===== src/rtl/trng_pkg.sv =====
package trng_pkg;

    typedef enum logic [1:0] {
        ST_RUN   = 2'd0,
        ST_FAULT = 2'd1,
        ST_CRST  = 2'd2,
        ST_FLUSH = 2'd3
    } trng_state_e;

    localparam int unsigned OFF_CTRL = 0;
    localparam int unsigned OFF_STAT = 4;
    localparam int unsigned OFF_DATA = 8;

    // control bit positions
    localparam int unsigned CB_EN      = 2;
    localparam int unsigned CB_IE      = 3;
    localparam int unsigned CB_CKMASK  = 5;
    localparam int unsigned CB_CFG_LO  = 8;
    localparam int unsigned CB_CFG_HI  = 25;
    localparam int unsigned CB_DIV_LO  = 16;
    localparam int unsigned CB_CRST    = 30;

    // status bit positions
    localparam int unsigned SB_READY   = 0;
    localparam int unsigned SB_CK_LIVE = 1;
    localparam int unsigned SB_SD_LIVE = 2;
    localparam int unsigned SB_CK_LAT  = 5;
    localparam int unsigned SB_SD_LAT  = 6;

endpackage


===== src/rtl/trng_sample_gen.sv =====
module trng_sample_gen #(
    parameter int unsigned       DIV_W  = 4,
    parameter int unsigned       WORD_W = 32,
    parameter logic [WORD_W-1:0] SEED   = 32'h1ACE_B00C,
    parameter logic [WORD_W-1:0] TAPS   = 32'h8020_0003
) (
    input  logic              clk,
    input  logic              rst_n,
    input  logic              enable_i,
    input  logic [DIV_W-1:0]  div_i,
    output logic              sample_o,
    output logic [WORD_W-1:0] word_o
);

    localparam int unsigned CNT_W = 1 << DIV_W;

    typedef struct packed {
        logic [CNT_W-1:0]  cnt;
        logic [WORD_W-1:0] lfsr;
    } gen_t;

    gen_t             q, d;
    logic [CNT_W-1:0] limit;
    logic             fire;

    always_comb begin
        d     = q;
        limit = (CNT_W'(1) << div_i) - CNT_W'(1);
        fire  = enable_i && (q.cnt >= limit);
        if (!enable_i || fire) begin
            d.cnt = '0;
        end else begin
            d.cnt = q.cnt + CNT_W'(1);
        end
        if (fire) begin
            d.lfsr = {1'b0, q.lfsr[WORD_W-1:1]} ^ (q.lfsr[0] ? TAPS : '0);
        end
    end

    always_ff @(posedge clk or negedge rst_n) begin
        if (!rst_n) begin
            q <= '{cnt: '0, lfsr: SEED};
        end else begin
            q <= d;
        end
    end

    assign sample_o = fire;
    assign word_o   = q.lfsr;

    AST_LFSR_NONZERO: assert property (@(posedge clk) disable iff (!rst_n)
        q.lfsr != '0);

endmodule


===== src/rtl/trng_word_fifo.sv =====
module trng_word_fifo #(
    parameter int unsigned DEPTH = 4,
    parameter int unsigned W     = 32
) (
    input  logic         clk,
    input  logic         rst_n,
    input  logic         flush_i,
    input  logic         push_i,
    input  logic [W-1:0] din_i,
    input  logic         pop_i,
    output logic [W-1:0] dout_o,
    output logic         empty_o,
    output logic         full_o
);

    localparam int unsigned AW = $clog2(DEPTH);
    localparam int unsigned CW = $clog2(DEPTH + 1);

    typedef struct packed {
        logic [DEPTH-1:0][W-1:0] mem;
        logic [AW-1:0]           wp;
        logic [AW-1:0]           rp;
        logic [CW-1:0]           cnt;
    } fifo_t;

    fifo_t q, d;
    logic  do_push, do_pop;

    function automatic logic [AW-1:0] bump(input logic [AW-1:0] p);
        return (p == AW'(DEPTH - 1)) ? '0 : p + AW'(1);
    endfunction

    always_comb begin
        d       = q;
        do_push = push_i && (q.cnt != CW'(DEPTH));
        do_pop  = pop_i && (q.cnt != '0);
        if (flush_i) begin
            d.wp  = '0;
            d.rp  = '0;
            d.cnt = '0;
        end else begin
            if (do_push) begin
                d.mem[q.wp] = din_i;
                d.wp        = bump(q.wp);
            end
            if (do_pop) begin
                d.rp = bump(q.rp);
            end
            case ({do_push, do_pop})
                2'b10:   d.cnt = q.cnt + CW'(1);
                2'b01:   d.cnt = q.cnt - CW'(1);
                default: d.cnt = q.cnt;
            endcase
        end
    end

    always_ff @(posedge clk or negedge rst_n) begin
        if (!rst_n) begin
            q <= '0;
        end else begin
            q <= d;
        end
    end

    assign dout_o  = q.mem[q.rp];
    assign empty_o = (q.cnt == '0);
    assign full_o  = (q.cnt == CW'(DEPTH));

    AST_NO_OVERFLOW: assert property (@(posedge clk) disable iff (!rst_n)
        push_i |-> !full_o);
    AST_NO_UNDERFLOW: assert property (@(posedge clk) disable iff (!rst_n)
        pop_i |-> !empty_o);

endmodule


===== src/rtl/trng_recovery_fsm.sv =====
module trng_recovery_fsm
    import trng_pkg::*;
#(
    parameter bit          HAS_COND_RESET = 1'b1,
    parameter int unsigned RESET_SAMPLES  = 8,
    parameter int unsigned FLUSH_READS    = 12
) (
    input  logic        clk,
    input  logic        rst_n,
    input  logic        seed_fault_i,
    input  logic        sample_i,
    input  logic        cond_wr_i,
    input  logic        cond_val_i,
    input  logic        sticky_clr_i,
    input  logic        data_rd_i,
    output trng_state_e state_o,
    output logic        seed_live_o,
    output logic        seed_latch_o,
    output logic        cond_bit_o
);

    localparam int unsigned RW = $clog2(RESET_SAMPLES + 1);
    localparam int unsigned FW = $clog2(FLUSH_READS + 1);

    typedef struct packed {
        trng_state_e   state;
        logic          cur;
        logic          sticky;
        logic          armed;
        logic          manual;
        logic [RW-1:0] rcnt;
        logic [FW-1:0] fcnt;
    } fsm_t;

    fsm_t q, d;
    logic start;

    always_comb begin
        d     = q;
        start = 1'b0;
        if (sticky_clr_i) begin
            d.sticky = 1'b0;
        end
        if (HAS_COND_RESET) begin
            start = cond_wr_i && !cond_val_i && q.armed;
            if (cond_wr_i && cond_val_i) begin
                d.armed = 1'b1;
            end
            if (start) begin
                d.armed  = 1'b0;
                d.manual = 1'b1;
            end
            case (q.state)
                ST_RUN: begin
                    if (start) begin
                        d.state = ST_CRST;
                        d.rcnt  = '0;
                    end else if (seed_fault_i) begin
                        d.state = ST_FAULT;
                        d.cur   = 1'b1;
                    end
                end
                ST_FAULT: begin
                    if (start || (!seed_fault_i && !q.armed)) begin
                        d.state = ST_CRST;
                        d.rcnt  = '0;
                    end
                end
                ST_CRST: begin
                    if (sample_i) begin
                        if (q.rcnt == RW'(RESET_SAMPLES - 1)) begin
                            d.manual = 1'b0;
                            if (q.manual || start) begin
                                d.sticky = 1'b0;
                            end
                            if (seed_fault_i) begin
                                d.state = ST_FAULT;
                                d.cur   = 1'b1;
                            end else begin
                                d.state = ST_RUN;
                                d.cur   = 1'b0;
                            end
                        end else begin
                            d.rcnt = q.rcnt + RW'(1);
                        end
                    end
                end
                default: d.state = ST_RUN;
            endcase
        end else begin
            case (q.state)
                ST_RUN: begin
                    if (seed_fault_i) begin
                        d.state = ST_FAULT;
                        d.cur   = 1'b1;
                    end
                end
                ST_FAULT: begin
                    d.cur = seed_fault_i;
                    if (!seed_fault_i && !q.sticky) begin
                        d.state = ST_FLUSH;
                        d.fcnt  = '0;
                    end
                end
                ST_FLUSH: begin
                    if (seed_fault_i) begin
                        d.state = ST_FAULT;
                        d.cur   = 1'b1;
                    end else if (data_rd_i) begin
                        if (q.fcnt == FW'(FLUSH_READS - 1)) begin
                            d.state = ST_RUN;
                        end else begin
                            d.fcnt = q.fcnt + FW'(1);
                        end
                    end
                end
                default: d.state = ST_RUN;
            endcase
        end
        d.sticky = d.sticky | d.cur;
    end

    always_ff @(posedge clk or negedge rst_n) begin
        if (!rst_n) begin
            q <= '{state: ST_RUN, default: '0};
        end else begin
            q <= d;
        end
    end

    generate
        if (HAS_COND_RESET) begin : g_cond
            assign cond_bit_o = q.armed || ((q.state == ST_CRST) && q.manual);
        end else begin : g_nocond
            assign cond_bit_o = 1'b0;
        end
    endgenerate

    assign state_o      = q.state;
    assign seed_live_o  = q.cur;
    assign seed_latch_o = q.sticky;

    AST_CRST_ENDS_CYCLE: assert property (@(posedge clk) disable iff (!rst_n)
        $fell(cond_bit_o) |-> ($past(q.state) == ST_CRST));
    AST_LATCH_WITH_LIVE: assert property (@(posedge clk) disable iff (!rst_n)
        seed_live_o |-> seed_latch_o);
    AST_FLUSH_WAITS_READ: assert property (@(posedge clk) disable iff (!rst_n)
        (q.state == ST_FLUSH && !data_rd_i && !seed_fault_i) |=> (q.state == ST_FLUSH));

endmodule


===== src/rtl/trng_csr.sv =====
module trng_csr
    import trng_pkg::*;
#(
    parameter int unsigned ADDR_W         = 4,
    parameter int unsigned FIFO_WORDS     = 4,
    parameter int unsigned DIV_W          = 4,
    parameter int unsigned RESET_SAMPLES  = 8,
    parameter int unsigned FLUSH_READS    = 12,
    parameter bit          HAS_COND_RESET = 1'b1,
    parameter logic [31:0] LFSR_SEED      = 32'h1ACE_B00C
) (
    input  logic              clk,
    input  logic              rst_n,
    input  logic              bus_req_i,
    input  logic              bus_we_i,
    input  logic [ADDR_W-1:0] bus_addr_i,
    input  logic [31:0]       bus_wdata_i,
    output logic [31:0]       bus_rdata_o,
    output logic              bus_rvalid_o,
    input  logic              seed_fault_i,
    input  logic              clk_fault_i
);

    localparam int unsigned CFG_W   = CB_CFG_HI - CB_CFG_LO + 1;
    localparam int unsigned DIV_OFS = CB_DIV_LO - CB_CFG_LO;

    typedef struct packed {
        logic             en;
        logic             ie;
        logic             ckmask;
        logic [CFG_W-1:0] cfg;
        logic             ck_live;
        logic             ck_lat;
        logic [31:0]      rdata;
        logic             rvalid;
    } regs_t;

    regs_t       q, d;
    logic        ctrl_wr, stat_wr, data_rd, any_rd;
    logic        sample, fifo_push, fifo_pop, fifo_empty, fifo_full, fifo_flush;
    logic [31:0] gen_word, fifo_word, ctrl_val, stat_val;
    trng_state_e fsm_state;
    logic        seed_live, seed_latch, cond_bit;
    logic        unused_wdata_bits;

    assign unused_wdata_bits = ^{bus_wdata_i[31], bus_wdata_i[29:26], bus_wdata_i[7:6],
                                 bus_wdata_i[4], bus_wdata_i[1:0]};

    assign ctrl_wr = bus_req_i && bus_we_i && (bus_addr_i == ADDR_W'(OFF_CTRL));
    assign stat_wr = bus_req_i && bus_we_i && (bus_addr_i == ADDR_W'(OFF_STAT));
    assign any_rd  = bus_req_i && !bus_we_i;
    assign data_rd = any_rd && (bus_addr_i == ADDR_W'(OFF_DATA));

    trng_sample_gen #(
        .DIV_W  (DIV_W),
        .WORD_W (32),
        .SEED   (LFSR_SEED)
    ) u_gen (
        .clk      (clk),
        .rst_n    (rst_n),
        .enable_i (q.en),
        .div_i    (q.cfg[DIV_OFS +: DIV_W]),
        .sample_o (sample),
        .word_o   (gen_word)
    );

    trng_recovery_fsm #(
        .HAS_COND_RESET (HAS_COND_RESET),
        .RESET_SAMPLES  (RESET_SAMPLES),
        .FLUSH_READS    (FLUSH_READS)
    ) u_fsm (
        .clk          (clk),
        .rst_n        (rst_n),
        .seed_fault_i (seed_fault_i),
        .sample_i     (sample),
        .cond_wr_i    (ctrl_wr),
        .cond_val_i   (bus_wdata_i[CB_CRST]),
        .sticky_clr_i (stat_wr && !bus_wdata_i[SB_SD_LAT]),
        .data_rd_i    (data_rd),
        .state_o      (fsm_state),
        .seed_live_o  (seed_live),
        .seed_latch_o (seed_latch),
        .cond_bit_o   (cond_bit)
    );

    assign fifo_flush = (fsm_state != ST_RUN);
    assign fifo_push  = sample && (fsm_state == ST_RUN) && !seed_fault_i && !fifo_full;
    assign fifo_pop   = data_rd && !fifo_empty;

    trng_word_fifo #(
        .DEPTH (FIFO_WORDS),
        .W     (32)
    ) u_fifo (
        .clk     (clk),
        .rst_n   (rst_n),
        .flush_i (fifo_flush),
        .push_i  (fifo_push),
        .din_i   (gen_word),
        .pop_i   (fifo_pop),
        .dout_o  (fifo_word),
        .empty_o (fifo_empty),
        .full_o  (fifo_full)
    );

    assign ctrl_val = {1'b0, cond_bit, 4'b0, q.cfg, 2'b0, q.ckmask, 1'b0, q.ie, q.en, 2'b0};
    assign stat_val = {25'b0, seed_latch, q.ck_lat, 2'b0, seed_live, q.ck_live, !fifo_empty};

    always_comb begin
        d = q;
        if (ctrl_wr) begin
            d.en     = bus_wdata_i[CB_EN];
            d.ie     = bus_wdata_i[CB_IE];
            d.ckmask = bus_wdata_i[CB_CKMASK];
            d.cfg    = bus_wdata_i[CB_CFG_HI:CB_CFG_LO];
        end
        d.ck_live = clk_fault_i && !q.ckmask;
        if (stat_wr && !bus_wdata_i[SB_CK_LAT]) begin
            d.ck_lat = 1'b0;
        end
        d.ck_lat = d.ck_lat | d.ck_live;
        d.rvalid = any_rd;
        if (any_rd) begin
            case (bus_addr_i)
                ADDR_W'(OFF_CTRL): d.rdata = ctrl_val;
                ADDR_W'(OFF_STAT): d.rdata = stat_val;
                ADDR_W'(OFF_DATA): d.rdata = fifo_empty ? 32'h0 : fifo_word;
                default:           d.rdata = 32'h0;
            endcase
        end
    end

    always_ff @(posedge clk or negedge rst_n) begin
        if (!rst_n) begin
            q <= '0;
        end else begin
            q <= d;
        end
    end

    assign bus_rdata_o  = q.rdata;
    assign bus_rvalid_o = q.rvalid;

    AST_EMPTY_READ_ZERO: assert property (@(posedge clk) disable iff (!rst_n)
        (data_rd && fifo_empty) |=> (bus_rdata_o == 32'h0));
    AST_HALT_EMPTIES: assert property (@(posedge clk) disable iff (!rst_n)
        (fsm_state != ST_RUN) |=> fifo_empty);
    AST_READ_VALID: assert property (@(posedge clk) disable iff (!rst_n)
        any_rd |=> bus_rvalid_o);

endmodule


===== config.mk =====
export PLATFORM = sky130hd
export DESIGN_NAME = trng_csr
export DESIGN_NICKNAME = d
export VERILOG_FILES = /design/src/rtl/trng_pkg.sv /design/src/rtl/trng_sample_gen.sv /design/src/rtl/trng_word_fifo.sv /design/src/rtl/trng_recovery_fsm.sv /design/src/rtl/trng_csr.sv
export SDC_FILE = /design/constraint.sdc
export NUM_CORES = 1
export LEC_CHECK = 0
export BUFFER_PORTS_ARGS = -buffer_cell sky130_fd_sc_hd__buf_4
export CAP_MARGIN = 15
export CELL_PAD_IN_SITES_DETAIL_PLACEMENT = 1
export CELL_PAD_IN_SITES_GLOBAL_PLACEMENT = 1
export CORE_UTILIZATION = 45
export DETAILED_ROUTE_END_ITERATION = 8
export GPL_ROUTABILITY_DRIVEN = 0
export MAX_ROUTING_LAYER = met4
export PLACE_DENSITY_LB_ADDON = 0.1
export SETUP_SLACK_MARGIN = 0.1
export SKIP_LAST_GASP = 1
export SLEW_MARGIN = 20
export SYNTH_ARGS = -nofsm -noshare
export SYNTH_HDL_FRONTEND = slang
export SYNTH_SLANG_ARGS = --single-unit

===== constraint.sdc =====
create_clock -name clk -period 7.8 [get_ports clk]
set_input_delay 0 -clock clk [delete_from_list [all_inputs] [get_ports clk]]
set_output_delay 0 -clock clk [all_outputs]
set_load 0.05 [all_outputs]

==> flow_metrics.py, run 1 <==
metrics = {
    "finish": {
        "diodes": 0,
        "syn2layout_area_growth_pct": 14.1,
        "layout.nets": 1002,
        "postLayoutCellArea_um2": 13800,
        "nFillCells": 2559,
        "final_layout_size_suffix_gt1_frac": 0.374,
    },
    "worst_setup_path": {
        "cp_slowest_cell": "and3_2",
        "crit_type": "flop to flop",
        "crit_buf_inv": 1,
        "arrival_ns": 6.37,
        "cp-start-kind": "flop",
        "crit_chain": "or2_2 > nand2b_1 > ha_1 > or2_2 > o22a_1 > nor2_1 > a41oi_1 > ha_1 > nand4_2 > nor3_1 > nor4b_2 > o31a_1 > and3_2 > buf_4 > mux2_4",
        "required_ns": 8.24,
        "critPathMaxStageDelay_ns": 0.93,
        "critPathTopFamily": "simple AND/OR/NAND/NOR gates",
        "end_kind": "flop",
        "cp_max_fo": 23,
    },
    "pwr": {
        "p_leak_nw": 6.29,
        "p_int_mw": 2.16,
        "p_sw_frac": 0.247,
        "p_seq_frac": 0.477,
        "ir_drop_uv": 129,
        "switching_power_mw": 0.707,
        "p_total_mw": 2.87,
        "cellPowerDensity_nw_per_um2": 208,
        "comb_power_share": 0.081,
        "power_frac_clock": 0.442,
    },
    "synthesis": {
        "syn-mean-instance-area_um2": 13.8,
        "yosysUniqueCellTypes": 59,
        "syn-num-nets": 945,
        "synth-edff-count": 0,
        "async_flop_share": 1.00,
        "ys_seq_area_frac": 0.516,
        "yosys_warnings": 0,
        "ys.flop_type": "dfrtp_1",
        "syn-instance-count": 878,
        "synth-seq-cells": 249,
        "syn_area_um2": 12100,
    },
    "sta": {
        "fin_crit_sh": 0.759,
        "slew_viol_final": 0,
        "hold_viol_final": 0,
        "grt_setup_unrepaired": "no",
        "layout_min_cycle_time_ns": 5.92,
        "relSlewSlack": 0.314,
        "tightest_slew_ns": 1.01,
        "max_freq_ghz": 0.169,
        "skew_ns": 0.0194,
        "tns_ns": 0,
        "setup-violations-final": 0,
    },
    "clock_tree": {
        "cts_buffers": 28,
        "cts.clk_slew.worst_paths_ns": 0.06,
        "tritoncts": "yes",
        "root_buffer": "clkbuf_16",
        "clk_latency_ns": 0.56,
        "cts_resized": 0,
        "post_cts_buffers": 0,
        "cts.htree.levels": 1,
        "hold_buffers": 32,
        "cts_num_sinks": 249,
        "clockBufferDepth": 3,
    },
    "drt": {
        "routed-via-count": 7212,
        "routed_wl_mm": 28.4,
        "vias_per_cell": 5.58,
        "detail-route-antenna-nets": 0,
        "drtIter0Drc": 410,
        "wl_per_cell_um": 22.0,
        "drc": 10,
        "firstDrtPassIters": 7,
    },
    "status": {
        "status": "finished with violations",
        "violations": "design-rule violations",
    },
    "global_route": {
        "grt_overflow": 0,
        "grt_pass1_wl_mm": 47.2,
        "grt_max_degree": 119,
        "grt_usage": 0.223,
        "grt_pass1_vias": 8164,
        "antenna_found_initial": 0,
    },
    "place": {
        "dp_hpwl_mm": 18.2,
        "port_buffers": 65,
        "placed_cell_area_um2": 12600,
    },
    "floorplanning": {
        "num_rows": 59,
        "start_util": 0.462,
        "num_io_pins": 75,
        "die_w_um": 166,
        "die_h_um": 166,
        "core-area_um2": 26200,
        "dieArea_um2": 27500,
    },
    "hold_path": {
        "hp-class": "input port to flop",
    },
    "flow_run": {
        "maxCapViolCount": 0,
    },
}
synth_stat cells, drive strengths merged (10+ instances only):
cell type / n / area, µm²
a22oi: 22 / 165
nand2: 56 / 210
mux2: 177 / 2440
mux4: 32 / 721
inv: 11 / 41.3
nor3: 11 / 55.1
buf: 57 / 462
clkbuf: 26 / 97.6
a21oi: 21 / 105
o21ai: 43 / 215
dfstp: 13 / 342
dfrtp: 236 / 5910
nand3: 10 / 50.1
ha: 24 / 300
nor2: 33 / 124
per-layer routing:
metal / GRT usage / part of all wire / up-vias
met1: 0.301 / 0.46 / 3810
met4: 0.0536 / 0.021 / 0
met3: 0.0296 / 0.032 / 43
li1: - / - / 3249
met2: 0.358 / 0.48 / 110
met5: - / 0 / -
registers in the layout (all words and copies together), names as in the netlist:
| signal | count |
|---|---|
| u_gen.q | 16 |
| bus_rdata_o | 32 |
| u_fsm.state_o | 2 |
| ctrl_val | 21 |
| u_fsm.q | 6 |
| q | 2 |
| u_fsm.seed_latch_o | 1 |
| u_gen.word_o | 32 |
| u_fsm.seed_live_o | 1 |
| bus_rvalid_o | 1 |
| u_fifo.q | 135 |
power by group through the flow:
stage	registers (mW)	clock network (mW)	logic [mW]
after floorplan	1.37	0	0.153
after global placement	1.39	0	0.211
after detailed placement	1.39	0	0.225
after CTS	1.37	1.30	0.238
after global routing	1.37	1.35	0.263
final	1.37	1.27	0.233
metrics by stage:
step | std cells | utilization | setup WS [ns] | hold slack (ns)
floorplan | 878 | - | 3.68 | -0.296
global placement | 1208 | 0.480 | 1.91 | 0.132
detailed placement | 1208 | 0.480 | 1.84 | 0.157
CTS | 1292 | 0.527 | 1.84 | 0.00219
global route | 1292 | 0.527 | 1.55 | 0.0616
finish | 1292 | 0.527 | 1.88 | 0.0309
cell type report:
| class | instances | area [µm²] | area share |
|---|---|---|---|
| inverter | 11 | 41.3 | 0.00299 |
| multi-input combinational | 535 | 5280 | 0.383 |
| clock inverter | 7 | 62.6 | 0.00453 |
| clock buffer | 45 | 835 | 0.0605 |
| tap | 335 | 419 | 0.0304 |
| sequential | 249 | 6250 | 0.453 |
| timing repair buffer | 110 | 913 | 0.0662 |
placed cells by master, fill, tap and decap left out, drive strengths merged, types with 3 or more instances in the layout:
cell         count
a22oi           22
nor4b            3
or2              3
dfrtp          236
clkinv           6
a31oi            5
o31ai            6
buf             78
dlygate4sd3     32
nand2           56
inv             11
mux4            32
nand3           10
and2             3
dfstp           13
xnor2            7
or3              3
nand4            5
ha              24
a22o             9
nor3            11
and3             9
o21a             3
clkbuf          45
nand2b           5
nor4             4
mux2           177
nor2b            5
xor2             9
o21ai           43
nor2            33
a21oi           21
logic make-up after synthesis:
family | share of synthesized area
xor+xnor | 0.0116
buf+inv | 0.0496
fa+ha+maj | 0.0265
simple gates | 0.0652
compound gates | 0.0680
other cells | 0.000310
mux | 0.262
flops | 0.516
worst reg2reg max path: stages (launching register included):
cell	delay, ns
dfrtp_1	0.55
or2_2	0.39
nand2b_1	0.18
ha_1	0.36
or2_2	0.37
o22a_1	0.21
nor2_1	0.09
a41oi_1	0.07
ha_1	0.35
nand4_2	0.09
nor3_1	0.25
nor4b_2	0.43
o31a_1	0.80
and3_2	0.94
buf_4	0.41
mux2_4	0.34
worst paths after layout:
path,startpoint,end,slack (ns),depth (start not counted)
min in group asynchronous,rst_n,bus_rdata_o[0]$_DFFE_PN0P_,0.14,2
max in group asynchronous,rst_n,ctrl_val[23]$_DFFE_PN0P_,5.43,4
setup reg to reg,ctrl_val[17]$_DFFE_PN0P_,u_fifo.q[26]$_DFFE_PN0P_,1.88,15
hold / removal,bus_addr_i[3],bus_rdata_o[6]$_DFFE_PN0P_,0.03,4
setup / recovery,ctrl_val[17]$_DFFE_PN0P_,u_fifo.q[26]$_DFFE_PN0P_,1.88,15
hold reg to reg,bus_rdata_o[10]$_DFFE_PN0P_,bus_rdata_o[10]$_DFFE_PN0P_,0.48,2
(Power assumes the default switching activity.)
==> inputs of run 2 (changes only) <==
==> constraint.sdc (replaced) <==
create_clock -name clk -period 5.3 [get_ports clk]
set_input_delay 0 -clock clk [delete_from_list [all_inputs] [get_ports clk]]
set_output_delay 0 -clock clk [all_outputs]
set_load 0.05 [all_outputs]
==> run 2 against run 1 <==
Net effect: the run still ends with design-rule violations left; non-clock buffer count grew 11; fmax up 29%; worst hold slack got worse by 0.0030 ns; clock power grew 50%; worst setup slack got worse by 1.2 ns; wire length is 3.1% higher.
==> flow_metrics.py, run 2 (synthesized netlist as in run 1, its figures left out) <==
metrics = {
    "finish": {
        "nFillCells": 2528,
        "syn2layout_area_growth_pct": 15.5,
        "regMostFlops": "u_fifo.q",
        "multi_input_area_um2": 5280,
        "mostFrequentLayoutCells": "dfrtp_1, mux2_4, buf_4",
        "seqCellArea_um2": 6250,
        "final_layout_size_suffix_gt1_frac": 0.381,
        "layout.nets": 1013,
        "mostFrequentLayoutCell": "dfrtp_1",
        "largest_reg_flops": 135,
        "diodes": 0,
    },
    "drt": {
        "routed_wl_mm": 29.3,
        "wl_per_cell_um": 22.5,
        "drc": 10,
        "vias_per_cell": 5.59,
        "routed-via-count": 7263,
        "detail-route-antenna-nets": 0,
        "drtIter0Drc": 404,
        "firstDrtPassIters": 7,
    },
    "sta": {
        "grt_setup_unrepaired": "no",
        "layout_min_cycle_time_ns": 4.61,
        "skew_ns": 0.0126,
        "fin_crit_sh": 0.869,
        "setup-violations-final": 0,
        "max_freq_ghz": 0.217,
        "slew_viol_final": 0,
        "hold_viol_final": 0,
        "tns_ns": 0,
        "tightest_slew_ns": 0.979,
        "relSlewSlack": 0.347,
    },
    "place": {
        "port_buffers": 65,
        "dp_hpwl_mm": 18.6,
    },
    "worst_setup_path": {
        "crit_type": "flop to flop",
        "end_kind": "flop",
        "cp_max_fo": 13,
        "cp-start-kind": "flop",
        "arrival_ns": 5.07,
        "required_ns": 5.76,
        "r2r_slack_ns": 0.69,
    },
    "status": {
        "violations": "design-rule violations",
        "status": "finished with violations",
    },
    "pwr": {
        "ir_drop_uv": 222,
        "cellPowerDensity_nw_per_um2": 305,
        "p_total_mw": 4.26,
        "p_leak_nw": 6.38,
    },
    "clock_tree": {
        "clk_latency_ns": 0.56,
        "cts_num_sinks": 249,
        "cts_buffers": 28,
        "cts.clk_slew.worst_paths_ns": 0.06,
        "tritoncts": "yes",
        "post_cts_buffers": 0,
        "root_buffer": "clkbuf_16",
        "clockBufferDepth": 3,
        "cts.htree.levels": 1,
    },
    "global_route": {
        "grt_pass1_vias": 8301,
        "grt_pass1_wl_mm": 48.5,
        "grt_max_degree": 125,
        "grt_usage": 0.229,
        "antenna_found_initial": 0,
        "grt_overflow": 0,
    },
    "floorplanning": {
        "start_util": 0.462,
        "die_h_um": 166,
        "core-area_um2": 26200,
        "num_rows": 59,
        "dieArea_um2": 27500,
        "num_io_pins": 75,
        "die_w_um": 166,
    },
    "flow_run": {
        "maxCapViolCount": 0,
    },
    "hold_path": {
        "hp-class": "input port to flop",
    },
}
run 2: cell count changes in the layout (fill, tap and decap cells not counted), sizes merged:
cell,before,now
clkinv,6,7
clkbuf,45,39
dlygate4sd3,32,33
buf,78,88
clkinvlp,1,0
bufinv,0,2
run 2: cell type report:
cell class                      instances  area share
Inverter                               11     0.00295
Clock inverter                          9     0.00859
Tap cell                              335      0.0300
Timing Repair Buffer                  121      0.0777
Clock buffer                           39      0.0559
Sequential cell                       249       0.447
Multi-Input combinational cell        535       0.378
run 2: timing repair:
action                                 in CTS  in global routing
hold buffers                               33                  0
endpoints found under the hold margin     149                  0
setup endpoints to repair                   0                  0
gates resized for setup                     0                  0
run 2: worst paths after layout:
check                                             from                     endpoint  cells past startpoint
setup / recovery              ctrl_val[19]$_DFFE_PN0P_      u_fifo.q[2]$_DFFE_PN0P_                     19
hold / removal                           bus_addr_i[1]   bus_rdata_o[6]$_DFFE_PN0P_                      4
setup reg to reg              ctrl_val[19]$_DFFE_PN0P_      u_fifo.q[2]$_DFFE_PN0P_                     19
hold reg to reg            bus_rdata_o[23]$_DFFE_PN0P_  bus_rdata_o[23]$_DFFE_PN0P_                      2
max in group asynchronous                        rst_n     ctrl_val[14]$_DFFE_PN0P_                      3
min in group asynchronous                        rst_n   bus_rdata_o[8]$_DFFE_PN0P_                      2
run 2: power breakdown:
part | internal, mW | switching [mW]
registers | 1.95 | 0.0468
clock network | 1.12 | 0.779
logic | 0.158 | 0.208
run 2: critical path: stages (launching register included):
cell and delay, ns:
dfrtp_1 0.51, nor2_1 0.28, nand3b_1 0.13, ha_1 0.23, or2_2 0.31, o22a_1 0.20, nor2_1 0.08, a41oi_1 0.06
ha_1 0.33, nand4_2 0.11, nor3_1 0.25, nor4b_2 0.32, buf_4 0.20, o31a_1 0.24, a21oi_1 0.19, fa_1 0.46
nor2_1 0.13, o21ai_0 0.12, and3_1 0.21, nor3_1 0.16
run 2: routing by layer:
metal | GRT usage | wire length [µm] | vias to the layer above
met4 | 0.0540 | 595 | 0
met2 | 0.369 | 14200 | 108
met1 | 0.309 | 13600 | 3832
li1 | - | - | 3281
met5 | - | 0 | -
met3 | 0.0303 | 822 | 42
run 2: stage by stage:
step / worst slack (ns) / hold WS, ns / instances / cell area, µm² / util
6_report: 0.694 / 0.0280 / 1299 / 14000 / 0.533
5_1_grt: 0.334 / 0.0890 / 1299 / 14000 / 0.533
2_1_floorplan: 1.18 / -0.296 / 878 / 12100 / -
3_3_place_gp: 0.866 / 0.162 / 1218 / 12700 / 0.486
4_1_cts: 0.684 / 0.0136 / 1299 / 14000 / 0.533
3_5_place_dp: 0.733 / 0.200 / 1218 / 12700 / 0.486
==> inputs of run 3 (changes only) <==
--- a/config.mk
+++ b/config.mk
@@ -5,6 +5,7 @@
 export SDC_FILE = /design/constraint.sdc
 export NUM_CORES = 1
 export LEC_CHECK = 0
+export ABC_CLOCK_PERIOD_IN_PS = 5300
 export BUFFER_PORTS_ARGS = -buffer_cell sky130_fd_sc_hd__buf_4
 export CAP_MARGIN = 15
 export CELL_PAD_IN_SITES_DETAIL_PLACEMENT = 1
@@ -13,7 +14,7 @@
 export DETAILED_ROUTE_END_ITERATION = 8
 export GPL_ROUTABILITY_DRIVEN = 0
 export MAX_ROUTING_LAYER = met4
-export PLACE_DENSITY_LB_ADDON = 0.1
+export PLACE_DENSITY = 0.86
 export SETUP_SLACK_MARGIN = 0.1
 export SKIP_LAST_GASP = 1
 export SLEW_MARGIN = 20
==> run 3 against run 2 <==
Net effect: the run still ends with design-rule violations left; first-iteration DRC count up 29%; sequential share of layout area up 0.11 points; utilization down 0.13 points; fmax up 2.2%; clock skew up 0.0076 ns; via count up 5.5%; non-clock buffer count up 1; global-route usage up 1.6 points; flip-flop and latch count unchanged; count of clock-buffer cells in the layout up 3; critical path type unchanged; highest routed layer unchanged.
==> flow_metrics.py, run 3 (synthesized netlist as in run 1, its figures left out) <==
metrics = {
    "status": {
        "status": "finished with violations",
        "violations": "design-rule violations",
    },
    "worst_setup_path": {
        "required_ns": 5.76,
        "cp_slowest_cell": "dfrtp_1",
        "cp_max_fo": 13,
        "crit_top_cell": "nor2_1",
        "cp-start-kind": "flop",
        "worstReg2RegEnd": "u_fifo.q[2]$_DFFE_PN0P_",
        "r2r_start": "ctrl_val[19]$_DFFE_PN0P_",
        "r2r_slack_ns": 0.79,
        "critPathMaxStageDelay_ns": 0.53,
        "crit_chain": "nor2_1 > nand3b_1 > ha_1 > or2_2 > o22a_1 > nor2_1 > a41oi_1 > ha_1 > nand4_2 > nor3_1 > nor4b_2 > o31a_1 > a21oi_1 > fa_1 > nor2_1 > o21ai_0 > and3_1 > nor3_1",
        "crit_type": "flop to flop",
        "end_kind": "flop",
        "startpoint": "ctrl_val[19]$_DFFE_PN0P_",
        "arrival_ns": 4.97,
        "r2r_cells": 18,
    },
    "clock_tree": {
        "hold_buffers": 30,
        "cts_resized": 0,
        "tritoncts": "yes",
        "clk_latency_ns": 0.54,
        "post_cts_buffers": 0,
        "clockBufferDepth": 3,
        "cts_buffers": 27,
        "cts.htree.levels": 1,
        "cts_num_sinks": 249,
        "cts.clk_slew.worst_paths_ns": 0.06,
        "root_buffer": "clkbuf_16",
    },
    "pwr": {
        "p_sw_frac": 0.246,
        "comb_power_share": 0.088,
        "ir_drop_uv": 217,
        "p_seq_frac": 0.472,
        "power_frac_clock": 0.440,
        "cellPowerDensity_nw_per_um2": 304,
        "p_leak_nw": 6.37,
        "switching_power_mw": 1.04,
        "p_int_mw": 3.20,
    },
    "sta": {
        "tns_ns": 0,
        "tightest_slew_ns": 0.893,
        "skew_ns": 0.0202,
        "relSlewSlack": 0.403,
        "hold_viol_final": 0,
        "layout_min_cycle_time_ns": 4.51,
        "max_freq_ghz": 0.222,
        "setup-violations-final": 0,
        "grt_setup_unrepaired": "no",
        "slew_viol_final": 0,
        "worst_hold_slack_ns": 0.0430,
        "fin_crit_sh": 0.851,
    },
    "floorplanning": {
        "die_h_um": 166,
        "dieArea_um2": 27500,
        "num_rows": 59,
        "die_w_um": 166,
        "start_util": 0.462,
        "core-area_um2": 26200,
        "num_io_pins": 75,
    },
    "place": {
        "dp_hpwl_mm": 19.3,
        "port_buffers": 65,
    },
    "drt": {
        "vias_per_cell": 5.88,
        "drtIter0Drc": 521,
        "routed-via-count": 7659,
        "wl_per_cell_um": 24.3,
        "firstDrtPassIters": 7,
        "routed_wl_mm": 31.6,
        "detail-route-antenna-nets": 0,
        "drc": 6,
    },
    "finish": {
        "mostFrequentLayoutCell": "dfrtp_1",
        "largest_reg_flops": 135,
        "regMostFlops": "u_fifo.q",
        "layout.nets": 1013,
        "diodes": 0,
        "final_layout_size_suffix_gt1_frac": 0.385,
        "nFillCells": 2550,
        "syn2layout_area_growth_pct": 15.3,
        "mostFrequentLayoutCells": "dfrtp_1, mux2_4, buf_4",
    },
    "global_route": {
        "grt_pass1_wl_mm": 51.5,
        "grt_overflow": 0,
        "grt_max_degree": 145,
        "grt_usage": 0.245,
        "grt_pass1_vias": 8703,
        "antenna_found_initial": 0,
    },
    "flow_run": {
        "maxCapViolCount": 0,
    },
    "hold_path": {
        "hp-start": "bus_we_i",
        "min_path_cells": 5,
        "hp-class": "input port to flop",
        "hold_path_end": "u_fsm.seed_latch_o$_DFF_PN0_",
    },
}
==> run 3: area by class of cell <==
| class | count | area (µm²) | share of cell area |
|---|---|---|---|
| flip-flops and latches | 249 | 6250 | 0.448 |
| multi-input cells | 535 | 5280 | 0.379 |
| repair buffers | 122 | 1070 | 0.0770 |
| clock buffers | 42 | 802 | 0.0575 |
| well taps | 335 | 419 | 0.0301 |
| clock inverters | 8 | 77.6 | 0.00556 |
| inverters | 11 | 41.3 | 0.00296 |
==> run 3: per-layer routing <==
metal,part of all wire,global-route usage,vias to the layer above
met5,0,-,-
met4,0.026,0.0784,0
met3,0.046,0.0379,73
met2,0.51,0.412,203
met1,0.42,0.305,4100
li1,-,-,3283
==> run 3: through the flow <==
step / power, mW / area [µm²] / setup WS [ns] / util / std cells
floorplan: 2.24 / 12100 / 1.18 / - / 878
global placement: 2.36 / 12800 / 0.933 / 0.487 / 1222
detailed placement: 2.39 / 12800 / 0.813 / 0.487 / 1222
CTS: 4.27 / 13900 / 0.766 / 0.532 / 1302
global route: 4.39 / 13900 / 0.397 / 0.532 / 1302
finish: 4.24 / 13900 / 0.792 / 0.532 / 1302
==> run 3: critical path: cells and delay by family, from the launching register on <==
kind | cells | cell delay [ns]
flip-flops | 1 | 0.53
adder cells (fa/ha/maj) | 3 | 1.00
AND/OR/NAND/NOR | 10 | 1.97
AO/OA/AOI/OAI | 5 | 0.92
==> run 3: power by group through the flow <==
stage               logic, mW  registers, mW  clock network [mW]
floorplan               0.225           2.01                   0
global placement        0.334           2.03                   0
detailed placement      0.355           2.03                   0
CTS                     0.373           2.00                1.89
global route            0.418           2.01                1.96
finish                  0.371           2.00                1.87
==> run 3: worst max-delay path by stage <==
stage                     slack [ns]  cells past startpoint                       to
after detailed placement        0.81                     18  u_fifo.q[2]$_DFFE_PN0P_
after global routing            0.40                     18  u_fifo.q[2]$_DFFE_PN0P_
after CTS                       0.77                     18  u_fifo.q[2]$_DFFE_PN0P_
after global placement          0.93                     18  u_fifo.q[2]$_DFFE_PN0P_
after floorplan                 1.18                     19  u_fifo.q[2]$_DFFE_PN0P_
final                           0.79                     18  u_fifo.q[2]$_DFFE_PN0P_
